==> config.mk <==
export PLATFORM = sky130hd
export DESIGN_NAME = vit_blk_dec
export DESIGN_NICKNAME = d
export VERILOG_FILES = /design/src/rtl/vit_pkg.sv /design/src/rtl/vit_depunct.sv /design/src/rtl/vit_acs.sv /design/src/rtl/vit_crc.sv /design/src/rtl/vit_blk_dec.sv
export SDC_FILE = /design/constraint.sdc
export NUM_CORES = 2
export LEC_CHECK = 0
export BUFFER_PORTS_ARGS = -buffer_cell sky130_fd_sc_hd__buf_4
export CORE_MARGIN = 10
export CORE_UTILIZATION = 55
export DETAILED_ROUTE_END_ITERATION = 10
export PLACE_DENSITY_LB_ADDON = 0.2
export SETUP_SLACK_MARGIN = 0.02
export SLEW_MARGIN = 0
export SYNTH_ARGS = -nofsm -noshare
export SYNTH_HDL_FRONTEND = slang
export SYNTH_SLANG_ARGS = --single-unit
==> constraint.sdc <==
create_clock -name clk -period 27.4 [get_ports clk]
set_input_delay 4.11 -clock clk [delete_from_list [all_inputs] [get_ports clk]]
set_output_delay 4.11 -clock clk [all_outputs]
set_load 0.005 [all_outputs]
==> src/rtl/vit_pkg.sv <==
package vit_pkg;
    localparam int VIT_K      = 5;
    localparam int VIT_MEM    = VIT_K - 1;
    localparam int VIT_STATES = 1 << VIT_MEM;
    localparam logic [VIT_K-1:0] VIT_G0 = 5'o23;
    localparam logic [VIT_K-1:0] VIT_G1 = 5'o35;

    typedef enum logic [2:0] {
        ST_IDLE,
        ST_LOAD,
        ST_TRACE,
        ST_CHECK,
        ST_DONE
    } vit_state_t;

    function automatic logic tap_parity(input logic [VIT_K-1:0] win,
                                        input logic [VIT_K-1:0] gen);
        return ^(win & gen);
    endfunction
endpackage

==> src/rtl/vit_depunct.sv <==
module vit_depunct (
    input  logic clk,
    input  logic rst_n,
    input  logic sof,
    input  logic take,
    input  logic bit_i,
    output logic sym_valid,
    output logic sym_c0,
    output logic sym_c1,
    output logic sym_c1_en
);
    typedef enum logic [1:0] {P_EVEN, P_ODD_A, P_ODD_B} slot_t;
    slot_t slot;
    logic  held;

    always_ff @(posedge clk or negedge rst_n) begin
        if (!rst_n) begin
            slot      <= P_EVEN;
            held      <= 1'b0;
            sym_valid <= 1'b0;
            sym_c0    <= 1'b0;
            sym_c1    <= 1'b0;
            sym_c1_en <= 1'b0;
        end else begin
            sym_valid <= 1'b0;
            if (take) begin
                if (sof || slot == P_EVEN) begin
                    sym_c0    <= bit_i;
                    sym_c1    <= 1'b0;
                    sym_c1_en <= 1'b0;
                    sym_valid <= 1'b1;
                    slot      <= P_ODD_A;
                end else if (slot == P_ODD_A) begin
                    held <= bit_i;
                    slot <= P_ODD_B;
                end else begin
                    sym_c0    <= held;
                    sym_c1    <= bit_i;
                    sym_c1_en <= 1'b1;
                    sym_valid <= 1'b1;
                    slot      <= P_EVEN;
                end
            end
        end
    end
endmodule

==> src/rtl/vit_acs.sv <==
module vit_acs #(
    parameter int METRIC_W = 6
) (
    input  logic clk,
    input  logic rst_n,
    input  logic init,
    input  logic step_en,
    input  logic c0,
    input  logic c1,
    input  logic c1_en,
    output logic [vit_pkg::VIT_STATES-1:0] dec
);
    import vit_pkg::*;
    localparam int NS = VIT_STATES;
    localparam logic [METRIC_W-1:0] MMAX     = '1;
    localparam logic [METRIC_W-1:0] INIT_FAR = MMAX >> 1;

    logic [METRIC_W-1:0] metric [NS];
    logic [METRIC_W-1:0] nm     [NS];
    logic [METRIC_W-1:0] mn;

    function automatic logic [METRIC_W-1:0] sat_add(input logic [METRIC_W-1:0] a,
                                                   input logic [1:0] b);
        logic [METRIC_W:0] s;
        s = {1'b0, a} + (METRIC_W+1)'(b);
        return s[METRIC_W] ? MMAX : s[METRIC_W-1:0];
    endfunction

    for (genvar ns = 0; ns < NS; ns++) begin : g_acs
        localparam int P0 = ns >> 1;
        localparam int P1 = (ns >> 1) | (NS >> 1);
        localparam logic [VIT_K-1:0] W0 = VIT_K'((P0 << 1) | (ns & 1));
        localparam logic [VIT_K-1:0] W1 = VIT_K'((P1 << 1) | (ns & 1));
        localparam logic E00 = tap_parity(W0, VIT_G0);
        localparam logic E01 = tap_parity(W0, VIT_G1);
        localparam logic E10 = tap_parity(W1, VIT_G0);
        localparam logic E11 = tap_parity(W1, VIT_G1);
        logic [1:0] bm0, bm1;
        logic [METRIC_W-1:0] cand0, cand1;
        always_comb begin
            bm0   = {1'b0, c0 ^ E00} + {1'b0, c1_en & (c1 ^ E01)};
            bm1   = {1'b0, c0 ^ E10} + {1'b0, c1_en & (c1 ^ E11)};
            cand0 = sat_add(metric[P0], bm0);
            cand1 = sat_add(metric[P1], bm1);
            dec[ns] = (cand1 < cand0);
            nm[ns]  = (cand1 < cand0) ? cand1 : cand0;
        end
    end

    always_comb begin
        mn = nm[0];
        for (int i = 1; i < NS; i++) begin
            if (nm[i] < mn) mn = nm[i];
        end
    end

    always_ff @(posedge clk or negedge rst_n) begin
        if (!rst_n) begin
            for (int i = 0; i < NS; i++) metric[i] <= (i == 0) ? '0 : INIT_FAR;
        end else if (init) begin
            for (int i = 0; i < NS; i++) metric[i] <= (i == 0) ? '0 : INIT_FAR;
        end else if (step_en) begin
            for (int i = 0; i < NS; i++) metric[i] <= nm[i] - mn;
        end
    end
endmodule

==> src/rtl/vit_crc.sv <==
module vit_crc #(
    parameter int              CRC_W    = 12,
    parameter logic [CRC_W-1:0] CRC_POLY = 12'h80F
) (
    input  logic             clk,
    input  logic             rst_n,
    input  logic             init,
    input  logic             en,
    input  logic             bit_i,
    output logic [CRC_W-1:0] rem
);
    logic fb;
    assign fb = rem[CRC_W-1] ^ bit_i;

    always_ff @(posedge clk or negedge rst_n) begin
        if (!rst_n)    rem <= '1;
        else if (init) rem <= '1;
        else if (en)   rem <= {rem[CRC_W-2:0], 1'b0} ^ (fb ? CRC_POLY : '0);
    end
endmodule

==> src/rtl/vit_blk_dec.sv <==
module vit_blk_dec #(
    parameter int               PAYLOAD_W = 80,
    parameter int               CRC_W     = 12,
    parameter logic [CRC_W-1:0] CRC_POLY  = 12'h80F,
    parameter int               METRIC_W  = 6
) (
    input  logic                 clk,
    input  logic                 rst_n,
    input  logic                 in_valid,
    input  logic                 in_start,
    input  logic                 in_bit,
    output logic                 out_valid,
    output logic [PAYLOAD_W-1:0] out_payload,
    output logic                 out_crc_ok
);
    import vit_pkg::*;
    localparam int N_DEC   = PAYLOAD_W + CRC_W;
    localparam int N_STEPS = N_DEC + VIT_MEM;
    localparam int N_CODED = (N_STEPS * 3) / 2;
    localparam int SW      = $clog2(N_STEPS);
    localparam int DW      = $clog2(N_DEC);
    localparam int BW      = $clog2(N_CODED + 1);

    vit_state_t state, nstate;

    logic sof, take, step_en, last_step;
    logic sym_valid, sym_c0, sym_c1, sym_c1_en;
    logic [VIT_STATES-1:0] acs_dec;
    logic [VIT_STATES-1:0] dec_mem [N_STEPS];
    logic [SW-1:0]      step_cnt, tb_idx;
    logic [VIT_MEM-1:0] tb_state;
    logic [DW-1:0]      crc_idx, tb_pos, crc_pos;
    logic [BW-1:0]      bits_in;
    logic [N_DEC-1:0]   tb_bits;
    logic [CRC_W-1:0]   crc_rem;
    logic crc_init, crc_en;

    assign sof       = in_valid & in_start;
    assign take      = in_valid & (in_start | (state == ST_LOAD && bits_in < BW'(N_CODED)));
    assign step_en   = sym_valid & (state == ST_LOAD) & ~sof;
    assign last_step = (step_cnt == SW'(N_STEPS - 1));
    assign tb_pos    = DW'(N_DEC - 1) - DW'(tb_idx);
    assign crc_pos   = DW'(N_DEC - 1) - crc_idx;
    assign crc_init  = (state == ST_TRACE) && (tb_idx == '0) && !sof;
    assign crc_en    = (state == ST_CHECK) && !sof;

    vit_depunct u_depunct (
        .clk       (clk),
        .rst_n     (rst_n),
        .sof       (sof),
        .take      (take),
        .bit_i     (in_bit),
        .sym_valid (sym_valid),
        .sym_c0    (sym_c0),
        .sym_c1    (sym_c1),
        .sym_c1_en (sym_c1_en)
    );

    vit_acs #(.METRIC_W(METRIC_W)) u_acs (
        .clk     (clk),
        .rst_n   (rst_n),
        .init    (sof),
        .step_en (step_en),
        .c0      (sym_c0),
        .c1      (sym_c1),
        .c1_en   (sym_c1_en),
        .dec     (acs_dec)
    );

    vit_crc #(.CRC_W(CRC_W), .CRC_POLY(CRC_POLY)) u_crc (
        .clk   (clk),
        .rst_n (rst_n),
        .init  (crc_init),
        .en    (crc_en),
        .bit_i (tb_bits[crc_pos]),
        .rem   (crc_rem)
    );

    // state register
    always_ff @(posedge clk or negedge rst_n) begin
        if (!rst_n) state <= ST_IDLE;
        else        state <= nstate;
    end

    always_comb begin
        nstate = state;
        unique case (state)
            ST_IDLE:  if (sof) nstate = ST_LOAD;
            ST_LOAD:  if (!sof && step_en && last_step) nstate = ST_TRACE;
            ST_TRACE: if (sof) nstate = ST_LOAD;
                      else if (tb_idx == '0) nstate = ST_CHECK;
            ST_CHECK: if (sof) nstate = ST_LOAD;
                      else if (crc_idx == DW'(N_DEC - 1)) nstate = ST_DONE;
            ST_DONE:  nstate = sof ? ST_LOAD : ST_IDLE;
            default:  nstate = ST_IDLE;
        endcase
    end

    // survivor storage, no reset needed
    always_ff @(posedge clk) begin
        if (step_en) dec_mem[step_cnt] <= acs_dec;
    end

    // datapath counters and traceback
    always_ff @(posedge clk or negedge rst_n) begin
        if (!rst_n) begin
            bits_in  <= '0;
            step_cnt <= '0;
            tb_idx   <= '0;
            tb_state <= '0;
            crc_idx  <= '0;
            tb_bits  <= '0;
        end else if (sof) begin
            bits_in  <= BW'(1);
            step_cnt <= '0;
        end else begin
            if (take) bits_in <= bits_in + 1'b1;
            if (step_en) begin
                step_cnt <= step_cnt + 1'b1;
                if (last_step) begin
                    tb_idx   <= SW'(N_STEPS - 1);
                    tb_state <= '0;
                end
            end
            if (state == ST_TRACE) begin
                if (tb_idx < SW'(N_DEC)) tb_bits[tb_pos] <= tb_state[0];
                tb_state <= {dec_mem[tb_idx][tb_state], tb_state[VIT_MEM-1:1]};
                if (tb_idx != '0) tb_idx <= tb_idx - 1'b1;
                else              crc_idx <= '0;
            end
            if (crc_en) crc_idx <= crc_idx + 1'b1;
        end
    end

    // outputs
    always_ff @(posedge clk or negedge rst_n) begin
        if (!rst_n) begin
            out_valid   <= 1'b0;
            out_payload <= '0;
            out_crc_ok  <= 1'b0;
        end else begin
            out_valid <= 1'b0;
            if (state == ST_DONE && !sof) begin
                out_valid   <= 1'b1;
                out_payload <= tb_bits[N_DEC-1 -: PAYLOAD_W];
                out_crc_ok  <= (crc_rem == '0);
            end
        end
    end
endmodule

# [After elaboration in Yosys (flattened, before gate mapping)]
# Memory sizes are Yosys's and may differ from the RTL's.
# Index checks and enable logic that the tools add are counted.
[classes] n_reduce_logical=27 order_cmp=37 addsub=58 n_bitwise=13 eq_ne=13 mux=111
[ops] operator="$mux W6" count=63
[ops] operator="$add A6 B2 Y7" count=32
[ops] operator="$mux W96" count=2
[ops] operator="$lt A6 B6 Y1" count=31
[ops] operator="$sub A6 B6 Y6" count=16
[ops] operator="$bwmux W92" count=1
[ops] operator="$mux W7" count=9
[ops] operator="$mux W12" count=3
[ops] operator="$mux W3" count=6
[ops] operator="$lt A7 B8 Y1 const B" count=2
[ops] operator="$mux W1" count=16
[ops] operator="$mux W8" count=2
[ops] operator="$pmux W3 S5" count=1
[ops] operator="$add A7 B1 Y7 const B" count=2
[ops] operator="$eq A7 B7 Y1 const B" count=2
[ops] operator="$sub A7 B7 Y7 const A" count=2
[ops] operator="$logic_not A12 Y1" count=1
[ops] operator="$mux W4" count=3
[ops] operator="$reduce_and A3 Y1" count=4
[ops] operator="$reduce_bool A2 Y1" count=6
[ops] operator="$xor A12 B12 Y12" count=1
[ops] operator="$add A1 B1 Y2" count=4
[ops] operator="$add A8 B1 Y8 const B" count=1
[ops] operator="$logic_and A1 B1 Y1" count=8
[ops] operator="other kinds (28)" count=41
[word_totals] memories=1 ff_bits=325 wordCells=293 mem_bits_rw=1536
[memory_table] name="dec_mem" depth=96 width=16 read_ports=1 rd_ports_with_merged_regs=0 wr=1 line_no="vit_blk_dec.sv:29" rtl="logic [VIT_STATES-1:0] dec_mem [N_STEPS];"

# [Depth between registers and ports, before layout]
[logic_depth] word_depth=40 depth_mapped=150 mapped_depth_nobuf=145

# [Hierarchy]
# From an unflattened synthesis, not the netlist that was laid out.
[hier_totals] cells_unflattened=6464 hier_area_um2=89878.7
[modules_own_cells] mod="vit_blk_dec" instances=1 seq_area_each_um2=51379.3 cells_per_inst=3739 area_each_um2=69346.5
[modules_own_cells] mod="vit_acs" instances=1 seq_area_each_um2=2496.1 cells_per_inst=2654 area_each_um2=19675.1
[modules_own_cells] mod="vit_crc" instances=1 seq_area_each_um2=315.3 cells_per_inst=46 area_each_um2=550.5
[modules_own_cells] mod="vit_depunct" instances=1 seq_area_each_um2=175.2 cells_per_inst=25 area_each_um2=306.5

# [Worst setup path after synthesis]
# Ideal clock, no wire load.
[synth_timing] path_type="reg2reg" from="register u_depunct.sym_c1" to="register u_acs.metric[88] (netlist name)" slack_ps=-534 path_stages_with_launch=137 path_buffers=5 arrival_ps=27853 setup_ps=82 period_less_slack_ps=27934 cell_sequence="dfrtp_1 > and3_1 > clkbuf_1 > buf_1 > xnor2_1 > ha_1 > a41oi_2 > xnor2_1 > or2_2 > ha_1 > a21oi_1 > o21ai_0 > nor3_1 > o21a_1 > mux2i_1 > ha_1 > o21ai_0 > a31o_2 > [... 101 more ...] > a32oi_4 > mux2i_1 > inv_1 > ha_1 > and2_1 > clkbuf_1 > o211a_1 > nand2b_1 > clkbuf_1 > o21ai_0 > ha_1 > inv_1 > ha_1 > a21o_1 > maj3_1 > maj3_1 > xnor2_1 > o211ai_1"
[synth_between] elab_chain_cells=40 elab_cells_between_ends=136 classes_between="37 x add/sub; 31 x order compare; 65 x mux; 3 x bitwise"
[synth_rtl] element="from (decl)" line_no="vit_depunct.sv:9" rtl="output logic sym_c1,"
[synth_rtl] element="from (signal assigned)" line_no="vit_depunct.sv:38" rtl="sym_c1 <= bit_i;"
[synth_rtl] element="$not A1 Y1 (no source line)"
[synth_rtl] element="$and A1 B1 Y1" line_no="vit_acs.sv:41" rtl="bm0 = {1'b0, c0 ^ E00} + {1'b0, c1_en & (c1 ^ E01)};"
[synth_rtl] element="$add A1 B1 Y2" line_no="vit_acs.sv:41"
[synth_rtl] element="$add A6 B2 Y7" line_no="vit_acs.sv:25" rtl="s = {1'b0, a} + (METRIC_W+1)'(b);"
[synth_rtl] element="$mux W6" line_no="vit_acs.sv:26" rtl="return s[METRIC_W] ? MMAX : s[METRIC_W-1:0];"
[synth_rtl] element="$lt A6 B6 Y1 (*)"
[synth_rtl] element="named net acs_dec[1]" line_no="vit_blk_dec.sv:28" rtl="logic [VIT_STATES-1:0] acs_dec;"
[synth_rtl] element="$mux W6 (*)" line_no="vit_acs.sv:46" rtl="nm[ns] = (cand1 < cand0) ? cand1 : cand0;"
[synth_rtl] element="[... 25 more ...]"
[synth_rtl] element="$mux W6" line_no="vit_acs.sv:53" rtl="if (nm[i] < mn) mn = nm[i];"
[synth_rtl] element="$lt A6 B6 Y1" line_no="vit_acs.sv:53"
[synth_rtl] element="$mux W6" line_no="vit_acs.sv:53"
[synth_rtl] element="$lt A6 B6 Y1" line_no="vit_acs.sv:53"
[synth_rtl] element="$mux W6" line_no="vit_acs.sv:53"
[synth_rtl] element="$sub A6 B6 Y6 (*)" line_no="vit_acs.sv:63" rtl="for (int i = 0; i < NS; i++) metric[i] <= nm[i] - mn;"
[synth_rtl] element="$mux W96 (*)" line_no="vit_acs.sv:62" rtl="end else if (step_en) begin"
[synth_rtl] element="$mux W96 (*)" line_no="vit_acs.sv:60" rtl="end else if (init) begin"
[synth_rtl] element="to (decl)" line_no="vit_acs.sv:18" rtl="logic [METRIC_W-1:0] metric [NS];"
# Mark *: on every way through the listed nets, which the timed path passes. The rest lies on a longest branch. The select of a mux whose other input is x is not followed.
# A chain may end at the register's enable or synchronous reset.

# [Final worst setup path]
[layout_timing] from="register u_depunct.sym_c0" to="register u_acs.metric[28] (netlist name)"
[layout_between] elab_chain_cells=39 elab_cells_between_ends=134 classes_between="37 x add/sub; 31 x order compare; 65 x mux; 1 x bitwise"
[layout_rtl] element="from (decl)" line_no="vit_depunct.sv:8" rtl="output logic sym_c0,"
[layout_rtl] element="from (signal assigned)" line_no="vit_depunct.sv:28" rtl="sym_c0 <= bit_i;"
[layout_rtl] element="from (signal assigned)" line_no="vit_depunct.sv:37" rtl="sym_c0 <= held;"
[layout_rtl] element="$not A1 Y1 (no source line)"
[layout_rtl] element="$add A1 B1 Y2" line_no="vit_acs.sv:41, vit_acs.sv:42"
[layout_rtl] element="$add A6 B2 Y7" line_no="vit_acs.sv:25"
[layout_rtl] element="$mux W6" line_no="vit_acs.sv:26"
[layout_rtl] element="$lt A6 B6 Y1" line_no="vit_acs.sv:46"
[layout_rtl] element="$mux W6" line_no="vit_acs.sv:46"
[layout_rtl] element="$lt A6 B6 Y1" line_no="vit_acs.sv:53"
[layout_rtl] element="$mux W6" line_no="vit_acs.sv:53"
[layout_rtl] element="[... 23 more ...]"
[layout_rtl] element="$mux W6" line_no="vit_acs.sv:53"
[layout_rtl] element="$lt A6 B6 Y1" line_no="vit_acs.sv:53"
[layout_rtl] element="$mux W6" line_no="vit_acs.sv:53"
[layout_rtl] element="$lt A6 B6 Y1" line_no="vit_acs.sv:53"
[layout_rtl] element="$mux W6" line_no="vit_acs.sv:53"
[layout_rtl] element="$sub A6 B6 Y6 (*)" line_no="vit_acs.sv:63"
[layout_rtl] element="$mux W96 (*)" line_no="vit_acs.sv:62"
[layout_rtl] element="$mux W96 (*)" line_no="vit_acs.sv:60"
# Mark *: on every way between the ends. The rest lies on a longest branch, timed or not. The select of a mux whose other input is x is not followed.

==> results.toml <==
[run_status]
status = "finished, final reports clean"

[place]
dpl.hpwl_um = 143800
post-place-cells = 8206
dp_worst_setup_slack_ns = -0.3688
io_buffer_count = 86
gp_congestion = 0.8973

[min_path]
class_of_the_most_critical_hold_timing_path = "flop to flop"
whs_endpoint = "bits_in[7]"
timing.hold.worst.start = "bits_in[7]"
holdPathStages = 2

[cells_and_area]
layout_net_count = 6515
register_area_mm2 = 0.05438
insertedDiodeCount = 0
layout-drive-gt1-share_pct = 23.91
nFillCells = 11730
area_delta_synth_final_pct = 12.07
final_cells = 8579
area_of_the_multi_input_gates_mm2 = 0.03295

[worst_setup_path]
critPathRequiredTime_ns = 28.11
worst-r2r-cell-count = 137
critical_path_max_stage_delay_ns = 0.44
timing.setup.critical_path_class = "flop to flop"
crit_top_cell = "sky130_fd_sc_hd__ha_1"
rr_endpoint = "u_acs.metric[28]"
r2r_setup_slack_ns = 1.38
endpoint_kind = "flop"
worst-path-max-fanout = 22
critical-path-slowest-cell = "sky130_fd_sc_hd__dfrtp_2"
worst_ep_arrival_time_ns = 26.72
timing.rr.start = "u_depunct.sym_c0"
critPathLaunchType = "flop"

[logic_synthesis]
synth_ff_type = "sky130_fd_sc_hd__edfxtp_1"
ys_ff_latch = 1861
synth_xor_xnor_area_share_pct = 2.246
synth_nets = 6293
postSynthAreaPerCell_um2 = 14.70
synthMostInstantiatedCell = "sky130_fd_sc_hd__edfxtp_1"
async_reset_ff_share_pct = 17.46
synth-adder-area-share_pct = 4.321
yosys.cell_types.count = 122
synth_simple_gate_area_share_pct = 6.423
yosys_warnings = 0
post_synth_mux_area_share_pct = 16.55
combinational_family_with_the_most_area_after_synthesis = "multiplexers"
synthesized_area_fraction_occupied_by_ao_oa_aoi_and_oai_cells_pct = 7.005
synth-seq-area-share_pct = 61.21
synth.top_cell.area_share_pct = 51.94
syn_inst = 6042
syn_area_mm2 = 0.08881
synth_largest_area_cell = "sky130_fd_sc_hd__edfxtp_1"
yosys-top-cells-count = "1536 x sky130_fd_sc_hd__edfxtp_1, 462 x sky130_fd_sc_hd__nor2_1, 414 x sky130_fd_sc_hd__mux4_2, 409 x sky130_fd_sc_hd__nand2_1, 297 x sky130_fd_sc_hd__mux2i_1"
synth_enable_flop_cells = 1536
synth_area_leaders = "sky130_fd_sc_hd__edfxtp_1 52%, sky130_fd_sc_hd__mux4_2 10%, sky130_fd_sc_hd__dfrtp_1 6.7%"

[die]
top_level_ports = 87
initial_core_utilization_pct = 55.31
placementRows = 147
die_w_um = 421.8
design.core.area_mm2 = 0.1606
fp.dieArea_mm2 = 0.1779
die_height_um = 421.8

[drt]
wire_per_inst_um = 26.93
wirelength_um = 231000
remaining_drc_errors = 0
ant_nets = 0
post_drt_via_cell_ratio = 6.312
dr.pass1.iters = 6
drt_iter0_markers = 5873
detailroute.via_count = 54150

[job]
drv.max_cap_violation_count = 0

[sta]
setup_total_negative_slack_ns = 0
drv_slew = 0
fmax_ghz = 0.03844
hold_viol = 0
max_slew.worst_pin.slew_ns = 1.415
setup_viol = 0
worst_slack_ns = 1.384
final.setup_skew_ns = 0.07013
timing.final.crit_period_ns = 26.02
timing.slew.headroom_pct = 4.888
min_period_over_period_pct = 94.95

[global_route]
number_of_global_route_vias_before_repair = 53740
grt_overflow = 0
grt_start_max_net_pins = 123
grt_antenna_before_repair = 2
grt.total_usage_pct = 25.48
grt_pass1_wl_um = 347100

[cts]
cts_inserted_buffers = 186
clkSinkCount = 1861
cts.clk_slew.worst_paths_ns = 0.06
clock_path_buffers = 3
root_buffer = "sky130_fd_sc_hd__clkbuf_16"
clock_tree.htree_level_count = 4
tritoncts = "built"
worstSkewPairLatency_ns = 0.84
-- registers in the layout, indices dropped and copies added (netlist names) --
signal	flops
bits_in	8
crc_idx	7
dec_mem	1536
out_crc_ok	1
out_payload	80
out_valid	1
state	3
step_cnt	7
tb_bits	92
tb_idx	7
tb_state	4
u_acs.metric	96
u_crc.rem	12
u_depunct.held	1
u_depunct.slot	2
u_depunct.sym_c0	1
u_depunct.sym_c1	1
u_depunct.sym_c1_en	1
u_depunct.sym_valid	1
-- critical path, delay by kind of cell (launching register included) --
kind	cells	cell delay (ns)
fa+ha+maj	23	6.45
flops	1	0.44
compound gates	55	9.54
buf+inv	11	1.22
simple gates	35	4.97
mux	10	2.82
xor+xnor	3	0.46
-- layout by cell type, fill, tap and decap left out, types with 87 or more instances in the layout --
cell / instances
sky130_fd_sc_hd__ha_1: 222
sky130_fd_sc_hd__dfstp_2: 87
sky130_fd_sc_hd__inv_1: 173
sky130_fd_sc_hd__mux4_2: 414
sky130_fd_sc_hd__mux2_2: 204
sky130_fd_sc_hd__o21ai_0: 161
sky130_fd_sc_hd__nand3_1: 92
sky130_fd_sc_hd__clkbuf_16: 189
sky130_fd_sc_hd__nor2_1: 441
sky130_fd_sc_hd__a21oi_1: 214
sky130_fd_sc_hd__nand2_1: 402
sky130_fd_sc_hd__edfxtp_1: 1536
sky130_fd_sc_hd__mux2i_1: 289
sky130_fd_sc_hd__o22ai_1: 104
sky130_fd_sc_hd__buf_4: 350
sky130_fd_sc_hd__dfrtp_1: 232
sky130_fd_sc_hd__xnor2_1: 147
-- per-layer routing --
layer | part of all wire [%] | GRT usage [%] | vias to the layer above
li1 | - | - | 23760
met1 | 41 | 35.85 | 27710
met2 | 47 | 40.42 | 2258
met3 | 7.9 | 4.341 | 421
met4 | 3.3 | 8.640 | 0
met5 | 0 | 0 | -
-- area by class of cell --
class,instances,share of cell area [%]
flip-flops and latches,1861,54.64
well taps,2160,2.715
repair buffers,358,2.787
multi-input cells,3666,33.11
clock buffers,240,5.025
clock inverters,103,0.9780
inverters,191,0.7480
-- cells by family (layout without fill, tap and decap cells) --
family | Yosys count | after routing
AOI/OAI and AO/OA | 934 | 935
DFF | 1861 | 1861
muxes | 922 | 922
xor gates and xnor gates | 226 | 226
adders and majority gates | 307 | 307
and+or+nand+nor | 1275 | 1276
buffers and inverters | 517 | 892
-- how the worst max path moves through the flow --
stage                        to  cells past startpoint                 from  slack, ns
5_1_grt        u_acs.metric[28]                    142  u_depunct.sym_c1_en      -0.12
3_5_place_dp   u_acs.metric[64]                    138     u_depunct.sym_c1      -0.37
4_1_cts        u_acs.metric[94]                    139     u_depunct.sym_c1       0.08
2_1_floorplan  u_acs.metric[88]                    136     u_depunct.sym_c1       0.05
6_report       u_acs.metric[28]                    137     u_depunct.sym_c0       1.38
3_3_place_gp   u_acs.metric[64]                    134     u_depunct.sym_c1       0.22
-- through the flow --
stage	instance area, um2	utilization [%]	hold WS [ns]
6_report	99530	61.99	0.5017
5_1_grt	99530	61.99	0.5174
4_1_cts	99060	61.69	0.5004
3_5_place_dp	92990	57.91	0.4700
3_3_place_gp	92990	57.91	0.4554
2_1_floorplan	88810	-	0.4407
-- timing repair --
action / in CTS / in global routing
pin swaps: 1 / 27
resized for setup: 12 / 71
buffers inserted: 3 / 25
gates cloned: 2 / 0
setup endpoints to repair: 29 / 96
hold buffers: 0 / 0
Power is left out: the tool's default activity adds up to more than one toggle a clock period on the data nets, which glitch-free logic cannot reach.
